===== src/rtl/uft_pkg.sv =====
package uft_pkg;

  typedef enum logic {
    ST_IDLE  = 1'b0,
    ST_SHIFT = 1'b1
  } uft_state_e;

  localparam int OSR = 16;

endpackage


===== src/rtl/uft_fifo.sv =====
module uft_fifo #(
  parameter int W     = 8,
  parameter int DEPTH = 4
) (
  input  logic               clk,
  input  logic               rst_n,
  input  logic               push,
  input  logic [W-1:0]       wdata,
  input  logic               pop,
  output logic [W-1:0]       rdata,
  output logic               empty,
  output logic               full,
  output logic [$clog2(DEPTH):0] level
);
  localparam int AW = $clog2(DEPTH);

  logic [W-1:0] mem [DEPTH];
  logic [AW:0]  wp_q, rp_q, wp_d, rp_d;
  logic         do_push;

  assign level   = wp_q - rp_q;
  assign empty   = (wp_q == rp_q);
  assign full    = (level == DEPTH[AW:0]);
  assign do_push = push && !full;
  assign rdata   = mem[rp_q[AW-1:0]];

  always_comb begin
    wp_d = wp_q;
    rp_d = rp_q;
    if (do_push) wp_d = wp_q + 1'b1;
    if (pop && !empty) rp_d = rp_q + 1'b1;
  end

  always_ff @(posedge clk or negedge rst_n) begin
    if (!rst_n) begin
      wp_q <= '0;
      rp_q <= '0;
    end else begin
      wp_q <= wp_d;
      rp_q <= rp_d;
    end
  end

  always_ff @(posedge clk) begin
    if (do_push) mem[wp_q[AW-1:0]] <= wdata;
  end

endmodule


===== src/rtl/uft_baud.sv =====
module uft_baud #(
  parameter int DIV_W = 16,
  parameter int OSR   = 16
) (
  input  logic             clk,
  input  logic             rst_n,
  input  logic             run,
  input  logic [DIV_W-1:0] div,
  output logic             bit_done
);
  localparam int SW = $clog2(OSR);

  logic [DIV_W-1:0] pre_q, pre_d;
  logic [SW-1:0]    sub_q, sub_d;
  logic             tick;

  assign tick     = (pre_q == div);
  assign bit_done = run && tick && (sub_q == SW'(OSR - 1));

  always_comb begin
    pre_d = pre_q;
    sub_d = sub_q;
    if (!run) begin
      pre_d = '0;
      sub_d = '0;
    end else if (tick) begin
      pre_d = '0;
      sub_d = (sub_q == SW'(OSR - 1)) ? '0 : sub_q + 1'b1;
    end else begin
      pre_d = pre_q + 1'b1;
    end
  end

  always_ff @(posedge clk or negedge rst_n) begin
    if (!rst_n) begin
      pre_q <= '0;
      sub_q <= '0;
    end else begin
      pre_q <= pre_d;
      sub_q <= sub_d;
    end
  end

endmodule


===== src/rtl/uft_cts.sv =====
module uft_cts (
  input  logic clk,
  input  logic rst_n,
  input  logic hs_en,
  input  logic cts,
  input  logic block_req,
  output logic cts_wait
);
  logic cts_q, wait_q, wait_d, rise;

  assign rise     = cts && !cts_q;
  assign cts_wait = wait_q;

  always_comb begin
    wait_d = wait_q;
    if (!hs_en)         wait_d = 1'b0;
    else if (block_req) wait_d = 1'b1;
    else if (rise)      wait_d = 1'b0;
  end

  always_ff @(posedge clk or negedge rst_n) begin
    if (!rst_n) begin
      cts_q  <= 1'b0;
      wait_q <= 1'b0;
    end else begin
      cts_q  <= cts;
      wait_q <= wait_d;
    end
  end

endmodule


===== src/rtl/uart_fill_tx.sv =====
module uart_fill_tx #(
  parameter int               DATA_W    = 8,
  parameter int               DEPTH     = 4,
  parameter int               DIV_W     = 16,
  parameter logic [DATA_W-1:0] FILL_WORD = 8'hAA
) (
  input  logic             clk,
  input  logic             rst_n,
  input  logic [DIV_W-1:0] baud_div,
  input  logic             fill_en,
  input  logic             hs_en,
  input  logic             cts,
  input  logic             push_valid,
  input  logic [DATA_W-1:0] push_data,
  output logic             push_ready,
  output logic             txd,
  output logic             tx_active
);
  import uft_pkg::*;

  localparam int FRAME_BITS = DATA_W + 3;
  localparam int CW         = $clog2(FRAME_BITS);
  localparam int LW         = $clog2(DEPTH) + 1;

  uft_state_e          state_q, state_d;
  logic [FRAME_BITS-1:0] sr_q, sr_d;
  logic [CW-1:0]       cnt_q, cnt_d;

  logic              fifo_empty, fifo_full, pop, ld;
  logic [DATA_W-1:0] fifo_rdata;
  logic [LW-1:0]     fifo_level;
  logic              bit_done, boundary, pay_ok, block_req, cts_wait;

  uft_fifo #(.W(DATA_W), .DEPTH(DEPTH)) u_fifo (
    .clk   (clk),
    .rst_n (rst_n),
    .push  (push_valid),
    .wdata (push_data),
    .pop   (pop),
    .rdata (fifo_rdata),
    .empty (fifo_empty),
    .full  (fifo_full),
    .level (fifo_level)
  );

  uft_baud #(.DIV_W(DIV_W), .OSR(OSR)) u_baud (
    .clk      (clk),
    .rst_n    (rst_n),
    .run      (state_q == ST_SHIFT),
    .div      (baud_div),
    .bit_done (bit_done)
  );

  uft_cts u_cts (
    .clk       (clk),
    .rst_n     (rst_n),
    .hs_en     (hs_en),
    .cts       (cts),
    .block_req (block_req),
    .cts_wait  (cts_wait)
  );

  assign boundary  = (state_q == ST_IDLE) ||
                     (bit_done && (cnt_q == CW'(FRAME_BITS - 1)));
  assign pay_ok    = !fifo_empty && (!hs_en || (cts && !cts_wait));
  assign block_req = boundary && hs_en && !fifo_empty && !cts;

  always_comb begin
    state_d = state_q;
    sr_d    = sr_q;
    cnt_d   = cnt_q;
    pop     = 1'b0;
    ld      = 1'b0;
    if (boundary) begin
      if (pay_ok) begin
        ld      = 1'b1;
        pop     = 1'b1;
        sr_d    = {1'b1, 1'b1, fifo_rdata, 1'b0};
        state_d = ST_SHIFT;
        cnt_d   = '0;
      end else if (fill_en) begin
        ld      = 1'b1;
        sr_d    = {1'b1, 1'b0, FILL_WORD, 1'b0};
        state_d = ST_SHIFT;
        cnt_d   = '0;
      end else begin
        state_d = ST_IDLE;
        sr_d    = '1;
        cnt_d   = '0;
      end
    end else if (bit_done) begin
      sr_d  = {1'b1, sr_q[FRAME_BITS-1:1]};
      cnt_d = cnt_q + 1'b1;
    end
  end

  always_ff @(posedge clk or negedge rst_n) begin
    if (!rst_n) begin
      state_q <= ST_IDLE;
      sr_q    <= '1;
      cnt_q   <= '0;
    end else begin
      state_q <= state_d;
      sr_q    <= sr_d;
      cnt_q   <= cnt_d;
    end
  end

  assign tx_active  = (state_q == ST_SHIFT);
  assign txd        = tx_active ? sr_q[0] : 1'b1;
  assign push_ready = !fifo_full;

endmodule


===== config.mk =====
export PLATFORM = sky130hd
export DESIGN_NAME = uart_fill_tx
export DESIGN_NICKNAME = d
export VERILOG_FILES = /design/src/rtl/uft_pkg.sv /design/src/rtl/uft_fifo.sv /design/src/rtl/uft_baud.sv /design/src/rtl/uft_cts.sv /design/src/rtl/uart_fill_tx.sv
export SDC_FILE = /design/constraint.sdc
export NUM_CORES = 1
export LEC_CHECK = 0
export CORE_UTILIZATION = 61
export CTS_BUF_LIST = sky130_fd_sc_hd__clkbuf_4
export DETAILED_ROUTE_END_ITERATION = 7
export PLACE_DENSITY_LB_ADDON = 0.1
export SLEW_MARGIN = 10
export SYNTH_ARGS = -nofsm -noshare
export SYNTH_HDL_FRONTEND = slang
export SYNTH_SLANG_ARGS = --single-unit

===== constraint.sdc =====
create_clock -name clk -period 5.2 [get_ports clk]
set_input_delay 1.04 -clock clk [delete_from_list [all_inputs] [get_ports clk]]
set_output_delay 1.04 -clock clk [all_outputs]
set_load 0.05 [all_outputs]

==> impl_table.tex, run 1 <==
\begin{tabular}{lr}
\hline
Metric & Value \\
\hline
\multicolumn{2}{l}{\textbf{Run status}} \\
\quad Result of the run & finished clean \\
\multicolumn{2}{l}{\textbf{Worst hold path}} \\
\quad HP Class & flip-flop to flip-flop \\
\quad Hold path depth & 2 \\
\quad Worst hold start & sr\_q[1]\$\_DFFE\_PN1P\_ \\
\quad Terminating pin of the worst hold path & sr\_q[0]\$\_DFFE\_PN1P\_ \\
\multicolumn{2}{l}{\textbf{Synth}} \\
\quad Avg Synthesized Cell Area & 12.4 um2 \\
\quad Top cell type by total area after synthesis & sky130\_fd\_sc\_hd\_\_edfxtp\_1 \\
\quad Net Count, Synth & 338 \\
\quad EDFF count, synth & 32 \\
\quad Most common flop cell mapped by yosys & sky130\_fd\_sc\_hd\_\_dfrtp\_1 \\
\quad Top cells by area, synth & sky130\_fd\_sc\_hd\_\_edfxtp\_1 26\%, sky130\_fd\_sc\_hd\_\_dfrtp\_1 22\%, sky130\_fd\_sc\_hd\_\_dfstp\_2 7.1\% \\
\quad Synth unique cells & 48 \\
\quad Cells after Synth & 297 \\
\quad Count of state elements after synthesis & 75 \\
\quad Ys async rst share & 57.3\% \\
\quad Post-synthesis instance area & between 3000 and 4000 um2 \\
\quad Yosys warning total & 0 \\
\quad Top cell type's share of synthesized area & 26.1\% \\
\quad Post-synthesis sequential area ratio & between 50\% and 60\% \\
\multicolumn{2}{l}{\textbf{Worst setup path}} \\
\quad Worst reg2reg setup slack & approximately 2.6 ns \\
\quad Worst Path Required & 4.16 ns \\
\quad Critical path fanouts, max & 11 \\
\quad Startpoint of the lowest-slack register-to-register path & u\_fifo.rp\_q[0]\$\_DFFE\_PN0P\_ \\
\quad Worst Path Class, Setup & flip-flop to primary output \\
\quad Type of destination of the critical path & primary output \\
\quad Number of cells traversed by the worst register-to-register path & 6 \\
\quad Worst r2r dst & u\_fifo.rp\_q[1]\$\_DFFE\_PN0P\_ \\
\quad Data arrival time of the worst path & about 2.6 ns \\
\quad Nature of the critical path startpoint & flip-flop \\
\multicolumn{2}{l}{\textbf{Finish}} \\
\quad Antenna Diode Count & 0 \\
\quad Leading cell types in the layout, fill and taps excluded & 33 x sky130\_fd\_sc\_hd\_\_dfrtp\_1, 32 x sky130\_fd\_sc\_hd\_\_edfxtp\_1, 31 x sky130\_fd\_sc\_hd\_\_clkdlybuf4s50\_1, 27 x sky130\_fd\_sc\_hd\_\_nor2\_1, 22 x sky130\_fd\_sc\_hd\_\_xor2\_1 \\
\quad Area growth from synthesis to final layout & 12.5\% \\
\quad Multi-input gate area in the final layout & 1530 um2 \\
\quad Number of filler cells placed in the layout & 416 \\
\quad Most common library cell in the layout ignoring fill and taps & sky130\_fd\_sc\_hd\_\_dfrtp\_1 \\
\quad Fraction of final layout cells with drive strength greater than 1 & 15.0\% \\
\quad Register Area & 2050 um2 \\
\quad Final nets & 369 \\
\multicolumn{2}{l}{\textbf{Timing}} \\
\quad Sum of negative setup slack & 0 ns \\
\quad Number of endpoints with negative hold slack in the final report & 0 \\
\quad Smallest hold slack & between 0.5 and 0.6 ns \\
\quad Post-layout min period & 3.64 ns \\
\quad Final Setup Violations & 0 \\
\quad Slew at the pin closest to its max-slew limit & roughly 0.96 ns \\
\quad Fmax & 0.275 GHz \\
\quad Slew margin rel. & a little over a third \\
\quad Slew Viols, Final & 0 \\
\quad Unrepaired setup endpoints after global routing & no \\
\quad Fin crit share & a little over two thirds \\
\quad Clock skew & $\sim$0.014 ns \\
\quad Final Worst Setup Slack & between 1.5 and 2 ns \\
\multicolumn{2}{l}{\textbf{Clocking}} \\
\quad Buffer cell driving the clock tree root & sky130\_fd\_sc\_hd\_\_clkbuf\_4 \\
\quad CTS tree & yes \\
\quad Clock sink count & 75 \\
\quad Buffers inserted during post-CTS setup optimization & 0 \\
\quad Number of buffers created by CTS & 9 \\
\quad Maximum buffer depth of the clock tree & 2 \\
\quad Htree depth & 3 \\
\quad Clock-pin slew on the worst setup and hold paths & 0.12 ns \\
\quad CTS Hold Buffers Added & 0 \\
\quad Skew-Pair Late Insertion Delay & 0.42 ns \\
\quad Number of instances resized during post-cts repair & 0 \\
\multicolumn{2}{l}{\textbf{Drt}} \\
\quad Final routed wire length divided by cell count & between 15 and 20 um \\
\quad Vias after detailed routing & 2,389 \\
\quad Post-DR vias/cell & 5.90 \\
\quad DRC viols & 0 \\
\quad Detailed-routing iteration count for the pre-antenna-repair pass & 4 \\
\quad Number of violations reported at the end of detailed-routing iteration 0 & 203 \\
\quad Number of antenna-violating nets in the routed design & 0 \\
\quad Aggregate routed wire length & 6.83 mm \\
\multicolumn{2}{l}{\textbf{Die}} \\
\quad Area of the die & 6360 um2 \\
\quad Top-level I/O count & 33 \\
\quad Die width & 79.7 um \\
\quad Site Rows & 27 \\
\quad Starting Density & 64.9\% \\
\quad Overall die height & 79.7 um \\
\quad Placeable core area & 5680 um2 \\
\multicolumn{2}{l}{\textbf{Placed design}} \\
\quad Post-detailed-placement half-perimeter wirelength & roughly 5 mm \\
\quad I/O Buffers & 32 \\
\quad Routability cong. & 0.750 \\
\quad Worst slack at placement & 1.99 ns \\
\multicolumn{2}{l}{\textbf{GRT}} \\
\quad Number of global-route vias before repair & 2,411 \\
\quad Global-route wire length before repair & 11.7 mm \\
\quad Overflow left after global routing & 0 \\
\quad Initial antenna violation count & 0 \\
\quad GR Util All Layers & 24.5\% \\
\quad Largest net degree at the start of global routing & 44 \\
\multicolumn{2}{l}{\textbf{Power and ir drop}} \\
\quad Leakage power figure & $\sim$1.6 nW \\
\quad Total power consumption of the routed design & 1.28 mW \\
\quad Peak ir drop on the vdd network & 0.000304 V \\
\quad Power density relative to cell area & 310 nW/um2 \\
\multicolumn{2}{l}{\textbf{Flow run}} \\
\quad Reported max-cap violation count & 0 \\
\hline
\end{tabular}
-- area by class of cell --
type                       count  share of cell area (%)
clock inverter                 7                    1.27
sequential                    75                    49.4
inverter                      12                    1.09
timing repair buffer          32                    7.60
multi-input combinational    198                    36.8
tap                           72                    2.17
clock buffer                   9                    1.63
-- logic make-up after synthesis --
group	share of synthesized area [%]
AO/OA/AOI/OAI	8.49
XOR/XNOR	8.76
adder cells (fa/ha/maj)	3.73
buffers and inverters	2.95
flip-flops	55.6
multiplexers	6.69
AND/OR/NAND/NOR	13.8
-- critical path, stage by stage, from the launching register on --
cell and delay, ns:
sky130_fd_sc_hd__dfrtp_1 0.73, sky130_fd_sc_hd__ha_1 0.34, sky130_fd_sc_hd__and2_1 0.24, sky130_fd_sc_hd__nand2_1 0.08
sky130_fd_sc_hd__clkdlybuf4s50_1 0.80
-- Yosys cell counts (8+ instances only) --
cell / count
sky130_fd_sc_hd__xor2_1: 22
sky130_fd_sc_hd__inv_1: 12
sky130_fd_sc_hd__xnor2_1: 13
sky130_fd_sc_hd__dfrtp_1: 33
sky130_fd_sc_hd__nand3_1: 9
sky130_fd_sc_hd__ha_1: 11
sky130_fd_sc_hd__nor2_1: 27
sky130_fd_sc_hd__a21oi_1: 8
sky130_fd_sc_hd__edfxtp_1: 32
sky130_fd_sc_hd__nand2_1: 18
sky130_fd_sc_hd__mux4_2: 8
sky130_fd_sc_hd__nand4_1: 8
sky130_fd_sc_hd__dfstp_2: 10
-- metrics by stage --
stage	area (um2)	instances	util, %
global route	4150	405	73.1
global placement	4030	389	71.0
finish	4150	405	73.1
floorplan	3690	297	-
CTS	4150	405	73.1
detailed placement	4030	389	71.0
-- report_power, final --
part	total, mW	switching (mW)	internal [mW]
Clock	0.309	0.209	0.100
Sequential	0.745	0.0453	0.700
Combinational	0.230	0.137	0.0929
-- worst max-delay path by stage --
stage / from / end / slack [ns] / cells past startpoint
finish: u_fifo.rp_q[0]$_DFFE_PN0P_ / push_ready / 1.56 / 4
global route: u_fifo.rp_q[0]$_DFFE_PN0P_ / push_ready / 1.36 / 5
CTS: u_fifo.rp_q[0]$_DFFE_PN0P_ / push_ready / 1.51 / 4
detailed placement: u_fifo.rp_q[0]$_DFFE_PN0P_ / push_ready / 1.99 / 4
global placement: u_fifo.rp_q[0]$_DFFE_PN0P_ / push_ready / 2.01 / 4
floorplan: u_fifo.rp_q[1]$_DFFE_PN0P_ / push_ready / 2.63 / 5
-- registers in the layout, summed over array words and instances (netlist names), 3 cells and up --
signal and cells:
u_baud.sub_q 4, u_fifo.rp_q 3, sr_q 10, cnt_q 4
u_baud.pre_q 16, u_fifo.wp_q 3, u_fifo.mem 32
-- layer usage --
metal | wire (um) | GRT usage (%) | vias to the layer above
met4 | 48 | 4.82 | 0
li1 | - | - | 1149
met5 | 0 | 0 | -
met3 | 288 | 7.09 | 6
met2 | 3350 | 39.1 | 52
met1 | 3140 | 33.8 | 1182
No activity file was read; power rests on OpenSTA's default activity.
==> run 2: changes to the inputs <==
- CORE_UTILIZATION: 61 -> 54
- clock period: 5.2 -> 3 ns (I/O delays scaled with it)
==> impl_table.tex, run 2 (synthesized netlist as in run 1, its figures left out) <==
\begin{tabular}{lr}
\hline
Metric & Value \\
\hline
\multicolumn{2}{l}{\textbf{Run status}} \\
\quad Result of the run & finished clean \\
\multicolumn{2}{l}{\textbf{Timing}} \\
\quad Sum of negative setup slack & 0 ns \\
\quad Slew at the pin closest to its max-slew limit & 0.938 ns \\
\quad Fin crit share & 83.7\% \\
\quad Final Worst Setup Slack & around 0.49 ns \\
\quad Post-layout min period & between 2 and 3 ns \\
\quad Number of endpoints with negative hold slack in the final report & 0 \\
\quad Clock skew & a little over 0.009 ns \\
\quad Unrepaired setup endpoints after global routing & no \\
\quad Slew margin rel. & 37.5\% \\
\quad Slew Viols, Final & 0 \\
\quad Fmax & 0.398 GHz \\
\quad Final Setup Violations & 0 \\
\multicolumn{2}{l}{\textbf{Finish}} \\
\quad Flip-flop count of the largest register, all copies and words added & 32 \\
\quad Area growth from synthesis to final layout & 14.7\% \\
\quad Leading cell types in the layout, fill and taps excluded & 33 x sky130\_fd\_sc\_hd\_\_dfrtp\_1, 32 x sky130\_fd\_sc\_hd\_\_edfxtp\_1, 30 x sky130\_fd\_sc\_hd\_\_clkdlybuf4s50\_1, 27 x sky130\_fd\_sc\_hd\_\_nor2\_1, 22 x sky130\_fd\_sc\_hd\_\_xor2\_1 \\
\quad Antenna Diode Count & 0 \\
\quad Final nets & 375 \\
\quad Most common library cell in the layout ignoring fill and taps & sky130\_fd\_sc\_hd\_\_dfrtp\_1 \\
\quad Fraction of final layout cells with drive strength greater than 1 & 16.8\% \\
\multicolumn{2}{l}{\textbf{Worst setup path}} \\
\quad Slowest stage cell on the critical path & sky130\_fd\_sc\_hd\_\_clkdlybuf4s50\_1 \\
\quad Worst Path Required & roughly 2.4 ns \\
\quad Cell breakdown of the critical path & clkdlybuf4s50\_1 \\
\quad Cell class contributing the biggest share of worst-path delay & buffers and inverters \\
\quad Number of cells traversed by the worst register-to-register path & 6 \\
\quad Delay of the slowest cell on the worst path & 0.88 ns \\
\quad Worst Path Class, Setup & flip-flop to primary output \\
\quad Critical path fanouts, max & 11 \\
\quad Buffers plus inverters on the worst setup path & 1 \\
\quad Data arrival time of the worst path & 1.91 ns \\
\quad Type of destination of the critical path & primary output \\
\quad Startpoint of the lowest-slack register-to-register path & u\_fifo.wp\_q[0]\$\_DFFE\_PN0P\_ \\
\quad Worst r2r dst & u\_fifo.rp\_q[1]\$\_DFFE\_PN0P\_ \\
\quad Nature of the critical path startpoint & flip-flop \\
\quad Worst reg2reg setup slack & 0.72 ns \\
\multicolumn{2}{l}{\textbf{Clocking}} \\
\quad CTS Hold Buffers Added & 0 \\
\quad Buffers inserted during post-CTS setup optimization & 0 \\
\quad CTS tree & yes \\
\quad Buffer cell driving the clock tree root & sky130\_fd\_sc\_hd\_\_clkbuf\_4 \\
\quad Number of buffers created by CTS & 9 \\
\quad Skew-Pair Late Insertion Delay & 0.42 ns \\
\quad Number of instances resized during post-cts repair & 0 \\
\quad Clock sink count & 75 \\
\quad Clock-pin slew on the worst setup and hold paths & between 0.1 and 0.15 ns \\
\quad Maximum buffer depth of the clock tree & 2 \\
\quad Htree depth & 3 \\
\multicolumn{2}{l}{\textbf{Die}} \\
\quad Top-level I/O count & 33 \\
\quad Placeable core area & 6460 um2 \\
\quad Area of the die & between 7000 and 8000 um2 \\
\quad Overall die height & 84.6 um \\
\quad Site Rows & 29 \\
\quad Starting Density & between 50\% and 60\% \\
\quad Die width & 84.6 um \\
\multicolumn{2}{l}{\textbf{Flow run}} \\
\quad Reported max-cap violation count & 0 \\
\multicolumn{2}{l}{\textbf{GRT}} \\
\quad Number of global-route vias before repair & 2,378 \\
\quad Initial antenna violation count & 0 \\
\quad Overflow left after global routing & 0 \\
\quad Global-route wire length before repair & approximately 12 mm \\
\quad Largest net degree at the start of global routing & between 40 and 50 \\
\quad GR Util All Layers & 21.6\% \\
\multicolumn{2}{l}{\textbf{Placed design}} \\
\quad I/O Buffers & 32 \\
\quad Post-detailed-placement half-perimeter wirelength & 4.82 mm \\
\quad Routability cong. & 0.759 \\
\quad Worst slack at placement & around 0.30 ns \\
\multicolumn{2}{l}{\textbf{Power and ir drop}} \\
\quad Total power consumption of the routed design & approximately 2.3 mW \\
\quad Leakage power figure & around 1.7 nW \\
\quad Power density relative to cell area & 550 nW/um2 \\
\quad Peak ir drop on the vdd network & around 0.00048 V \\
\multicolumn{2}{l}{\textbf{Drt}} \\
\quad Number of violations reported at the end of detailed-routing iteration 0 & between 150 and 200 \\
\quad DRC viols & 0 \\
\quad Final routed wire length divided by cell count & 16.6 um \\
\quad Number of antenna-violating nets in the routed design & 0 \\
\quad Vias after detailed routing & 2,378 \\
\quad Post-DR vias/cell & 5.72 \\
\quad Detailed-routing iteration count for the pre-antenna-repair pass & 6 \\
\quad Aggregate routed wire length & between 6 and 7 mm \\
\multicolumn{2}{l}{\textbf{Worst hold path}} \\
\quad HP Class & input port to async pin \\
\hline
\end{tabular}
-- run 2: cell type report --
type                            count  area, um2
Timing Repair Buffer               38        358
Fill cell                         494       2230
Multi-Input combinational cell    198       1530
Inverter                           12       45.0
Tap cell                           77       96.3
Sequential cell                    75       2050
Clock buffer                        9       67.6
Clock inverter                      7       82.6
-- run 2: through the flow --
step / hold slack [ns] / area (um2) / std cells / util (%)
after CTS: 0.317 / 4230 / 416 / 65.4
after floorplan: 0.304 / 3690 / 297 / -
after detailed placement: 0.487 / 4080 / 400 / 63.1
after global placement: 0.487 / 4080 / 400 / 63.1
final: 0.304 / 4230 / 416 / 65.4
after global routing: 0.368 / 4230 / 416 / 65.4
-- run 2: worst max path at each step --
stage,from,end,slack (ns),depth (start not counted)
after detailed placement,baud_div[12],sr_q[8]$_DFFE_PN1P_,0.30,6
final,tx_active$_DFFE_PN0N_,tx_active,0.49,1
after global routing,tx_active$_DFFE_PN0N_,tx_active,0.40,1
after global placement,baud_div[12],sr_q[2]$_DFFE_PN1P_,0.36,6
after floorplan,u_fifo.rp_q[1]$_DFFE_PN0P_,u_fifo.rp_q[1]$_DFFE_PN0P_,0.71,9
after CTS,tx_active$_DFFE_PN0N_,tx_active,0.46,1
-- run 2: per-layer routing --
| metal | track usage [%] | vias up | routed length, um |
|---|---|---|---|
| met1 | 31.5 | 1162 | 3430 |
| met3 | 3.74 | 12 | 187 |
| met5 | 0 | - | 0 |
| met4 | 8.78 | 0 | 111 |
| li1 | - | 1164 | - |
| met2 | 32.5 | 40 | 3160 |
-- run 2: where the power goes --
| part | switching, mW | total, mW | internal (mW) | leakage (nW) |
|---|---|---|---|---|
| registers | 0.0770 | 1.29 | 1.21 | 0.821 |
| logic | 0.233 | 0.390 | 0.157 | 0.778 |
| clock network | 0.378 | 0.645 | 0.267 | 0.0815 |
==> run 3: changes to the inputs <==
- clock period: 3 -> 2.25 ns (I/O delays scaled with it)
==> impl_table.tex, run 3 (synthesized netlist as in run 1, its figures left out) <==
\begin{tabular}{lr}
\hline
Metric & Value \\
\hline
\multicolumn{2}{l}{\textbf{Power and ir drop}} \\
\quad Total power consumption of the routed design & approximately 3.1 mW \\
\quad Peak ir drop on the vdd network & 0.000651 V \\
\quad Leakage power figure & 1.78 nW \\
\quad Power density relative to cell area & approximately 710 nW/um2 \\
\multicolumn{2}{l}{\textbf{GRT}} \\
\quad GR Util All Layers & roughly 22\% \\
\quad Overflow left after global routing & 0 \\
\quad Number of global-route vias before repair & 2,460 \\
\quad Largest net degree at the start of global routing & 36 \\
\quad Initial antenna violation count & 0 \\
\quad Global-route wire length before repair & 11.9 mm \\
\multicolumn{2}{l}{\textbf{Timing}} \\
\quad Clock skew & 0.00868 ns \\
\quad Number of endpoints with negative hold slack in the final report & 0 \\
\quad Slew Viols, Final & 0 \\
\quad Final Worst Setup Slack & 0.132 ns \\
\quad Post-layout min period & 2.12 ns \\
\quad Fmax & 0.472 GHz \\
\quad Sum of negative setup slack & 0 ns \\
\quad Unrepaired setup endpoints after global routing & no \\
\quad Slew margin rel. & 48.1\% \\
\quad Slew at the pin closest to its max-slew limit & 0.779 ns \\
\quad Final Setup Violations & 0 \\
\quad Fin crit share & 94.2\% \\
\multicolumn{2}{l}{\textbf{Worst hold path}} \\
\quad HP Class & input port to async pin \\
\multicolumn{2}{l}{\textbf{Placed design}} \\
\quad Placed Instance Area & $\sim$4200 um2 \\
\quad Post-detailed-placement half-perimeter wirelength & 5.10 mm \\
\quad Routability cong. & 0.820 \\
\quad Worst slack at placement & -0.177 ns \\
\quad I/O Buffers & 32 \\
\multicolumn{2}{l}{\textbf{Worst setup path}} \\
\quad Slowest stage cell on the critical path & sky130\_fd\_sc\_hd\_\_dfrtp\_1 \\
\quad Type of destination of the critical path & primary output \\
\quad Worst Path Required & 1.80 ns \\
\quad Nature of the critical path startpoint & flip-flop \\
\quad Data arrival time of the worst path & 1.67 ns \\
\quad Delay of the slowest cell on the worst path & 0.41 ns \\
\quad Critical path fanouts, max & 2 \\
\quad Worst Path Class, Setup & flip-flop to primary output \\
\quad Cell breakdown of the critical path & ha\_1 -> nor2b\_1 -> xnor2\_1 -> nand2\_1 -> buf\_12 \\
\multicolumn{2}{l}{\textbf{Drt}} \\
\quad DRC viols & 0 \\
\quad Final routed wire length divided by cell count & 16.0 um \\
\quad Post-DR vias/cell & 5.66 \\
\quad Detailed-routing iteration count for the pre-antenna-repair pass & 6 \\
\quad Aggregate routed wire length & about 7.0 mm \\
\quad Number of violations reported at the end of detailed-routing iteration 0 & about 150 \\
\quad Number of antenna-violating nets in the routed design & 0 \\
\quad Vias after detailed routing & 2,462 \\
\multicolumn{2}{l}{\textbf{Clocking}} \\
\quad Maximum buffer depth of the clock tree & 2 \\
\quad CTS Hold Buffers Added & 0 \\
\quad CTS tree & yes \\
\quad Htree depth & 3 \\
\quad Clock-pin slew on the worst setup and hold paths & 0.12 ns \\
\quad Clock sink count & 75 \\
\quad Skew-Pair Late Insertion Delay & 0.42 ns \\
\quad Number of buffers created by CTS & 9 \\
\quad Buffer cell driving the clock tree root & sky130\_fd\_sc\_hd\_\_clkbuf\_4 \\
\multicolumn{2}{l}{\textbf{Finish}} \\
\quad Final nets & a little under 400 \\
\quad Most common library cell in the layout ignoring fill and taps & sky130\_fd\_sc\_hd\_\_dfrtp\_1 \\
\quad Flip-flop count of the largest register, all copies and words added & 32 \\
\quad Antenna Diode Count & 0 \\
\quad Total non-filler cell area in the finished layout & 4370 um2 \\
\quad Area growth from synthesis to final layout & 18.5\% \\
\quad Leading cell types in the layout, fill and taps excluded & 33 x sky130\_fd\_sc\_hd\_\_dfrtp\_1, 32 x sky130\_fd\_sc\_hd\_\_edfxtp\_1, 29 x sky130\_fd\_sc\_hd\_\_clkdlybuf4s50\_1, 27 x sky130\_fd\_sc\_hd\_\_nor2\_1, 25 x sky130\_fd\_sc\_hd\_\_buf\_4 \\
\quad Fraction of final layout cells with drive strength greater than 1 & a little over a fifth \\
\multicolumn{2}{l}{\textbf{Die}} \\
\quad Area of the die & about 7200 um2 \\
\quad Site Rows & 29 \\
\quad Top-level I/O count & 33 \\
\quad Placeable core area & approximately 6500 um2 \\
\quad Overall die height & 84.6 um \\
\quad Die width & 84.6 um \\
\quad Starting Density & 57.1\% \\
\multicolumn{2}{l}{\textbf{Flow run}} \\
\quad Reported max-cap violation count & 0 \\
\multicolumn{2}{l}{\textbf{Run status}} \\
\quad Result of the run & finished clean \\
\hline
\end{tabular}
-- run 3: stage by stage --
step | utilization, % | hold slack [ns] | cells
finish | 67.6 | 0.0970 | 435
detailed placement | 65.4 | 0.500 | 417
global route | 67.6 | 0.126 | 435
floorplan | - | 0.154 | 297
CTS | 67.4 | 0.105 | 433
global placement | 65.4 | 0.484 | 417
-- run 3: final cells by class --
cell class	count	area, um2
sequential	75	2050
fill	508	2090
tap	77	96.3
clock inverter	6	48.8
clock buffer	10	75.1
multi-input combinational	198	1530
timing repair buffer	57	523
inverter	12	45.0
-- run 3: report_power, final --
group          total (mW)  switching [mW]  leakage, nW  internal (mW)
sequential           1.71          0.0976        0.821           1.62
combinational       0.640           0.337        0.884          0.303
clock               0.741           0.490       0.0713          0.251
-- run 3: layer usage --
| metal | up-vias | track usage (%) | routed length, um |
|---|---|---|---|
| met3 | 13 | 5.80 | 246 |
| met2 | 46 | 34.4 | 3270 |
| met5 | - | 0 | 0 |
| li1 | 1198 | - | - |
| met1 | 1205 | 29.6 | 3340 |
| met4 | 0 | 7.09 | 122 |
-- run 3: timing repair --
item | CTS | global route
gates resized for setup | 0 | 1
setup buffers | 0 | 2
setup endpoints to repair | 0 | 1
-- run 3: path summary, 6_finish.rpt --
| path | from | end | slack (ns) | cells after the start |
|---|---|---|---|---|
| max | u_fifo.rp_q[0]$_DFFE_PN0P_ | push_ready | 0.13 | 5 |
| min | rst_n | cnt_q[3]$_DFFE_PN0P_ | 0.1 | 1 |
| max reg2reg | u_fifo.rp_q[0]$_DFFE_PN0P_ | u_fifo.mem[2][6]$_DFFE_PP_ | 0.20 | 6 |
| min reg2reg | sr_q[1]$_DFFE_PN1P_ | sr_q[0]$_DFFE_PN1P_ | 0.51 | 2 |
| max in group asynchronous | rst_n | sr_q[2]$_DFFE_PN1P_ | 1.47 | 2 |
| min in group clk | sr_q[1]$_DFFE_PN1P_ | sr_q[0]$_DFFE_PN1P_ | 0.51 | 2 |
-- run 3: critical path: cells and delay by family, from the launching register on --
kind | cells | cell delay [ns]
buffers and inverters | 1 | 0.16
adder cells (fa/ha/maj) | 1 | 0.19
flip-flops | 1 | 0.41
XOR/XNOR | 1 | 0.23
AND/OR/NAND/NOR | 2 | 0.26
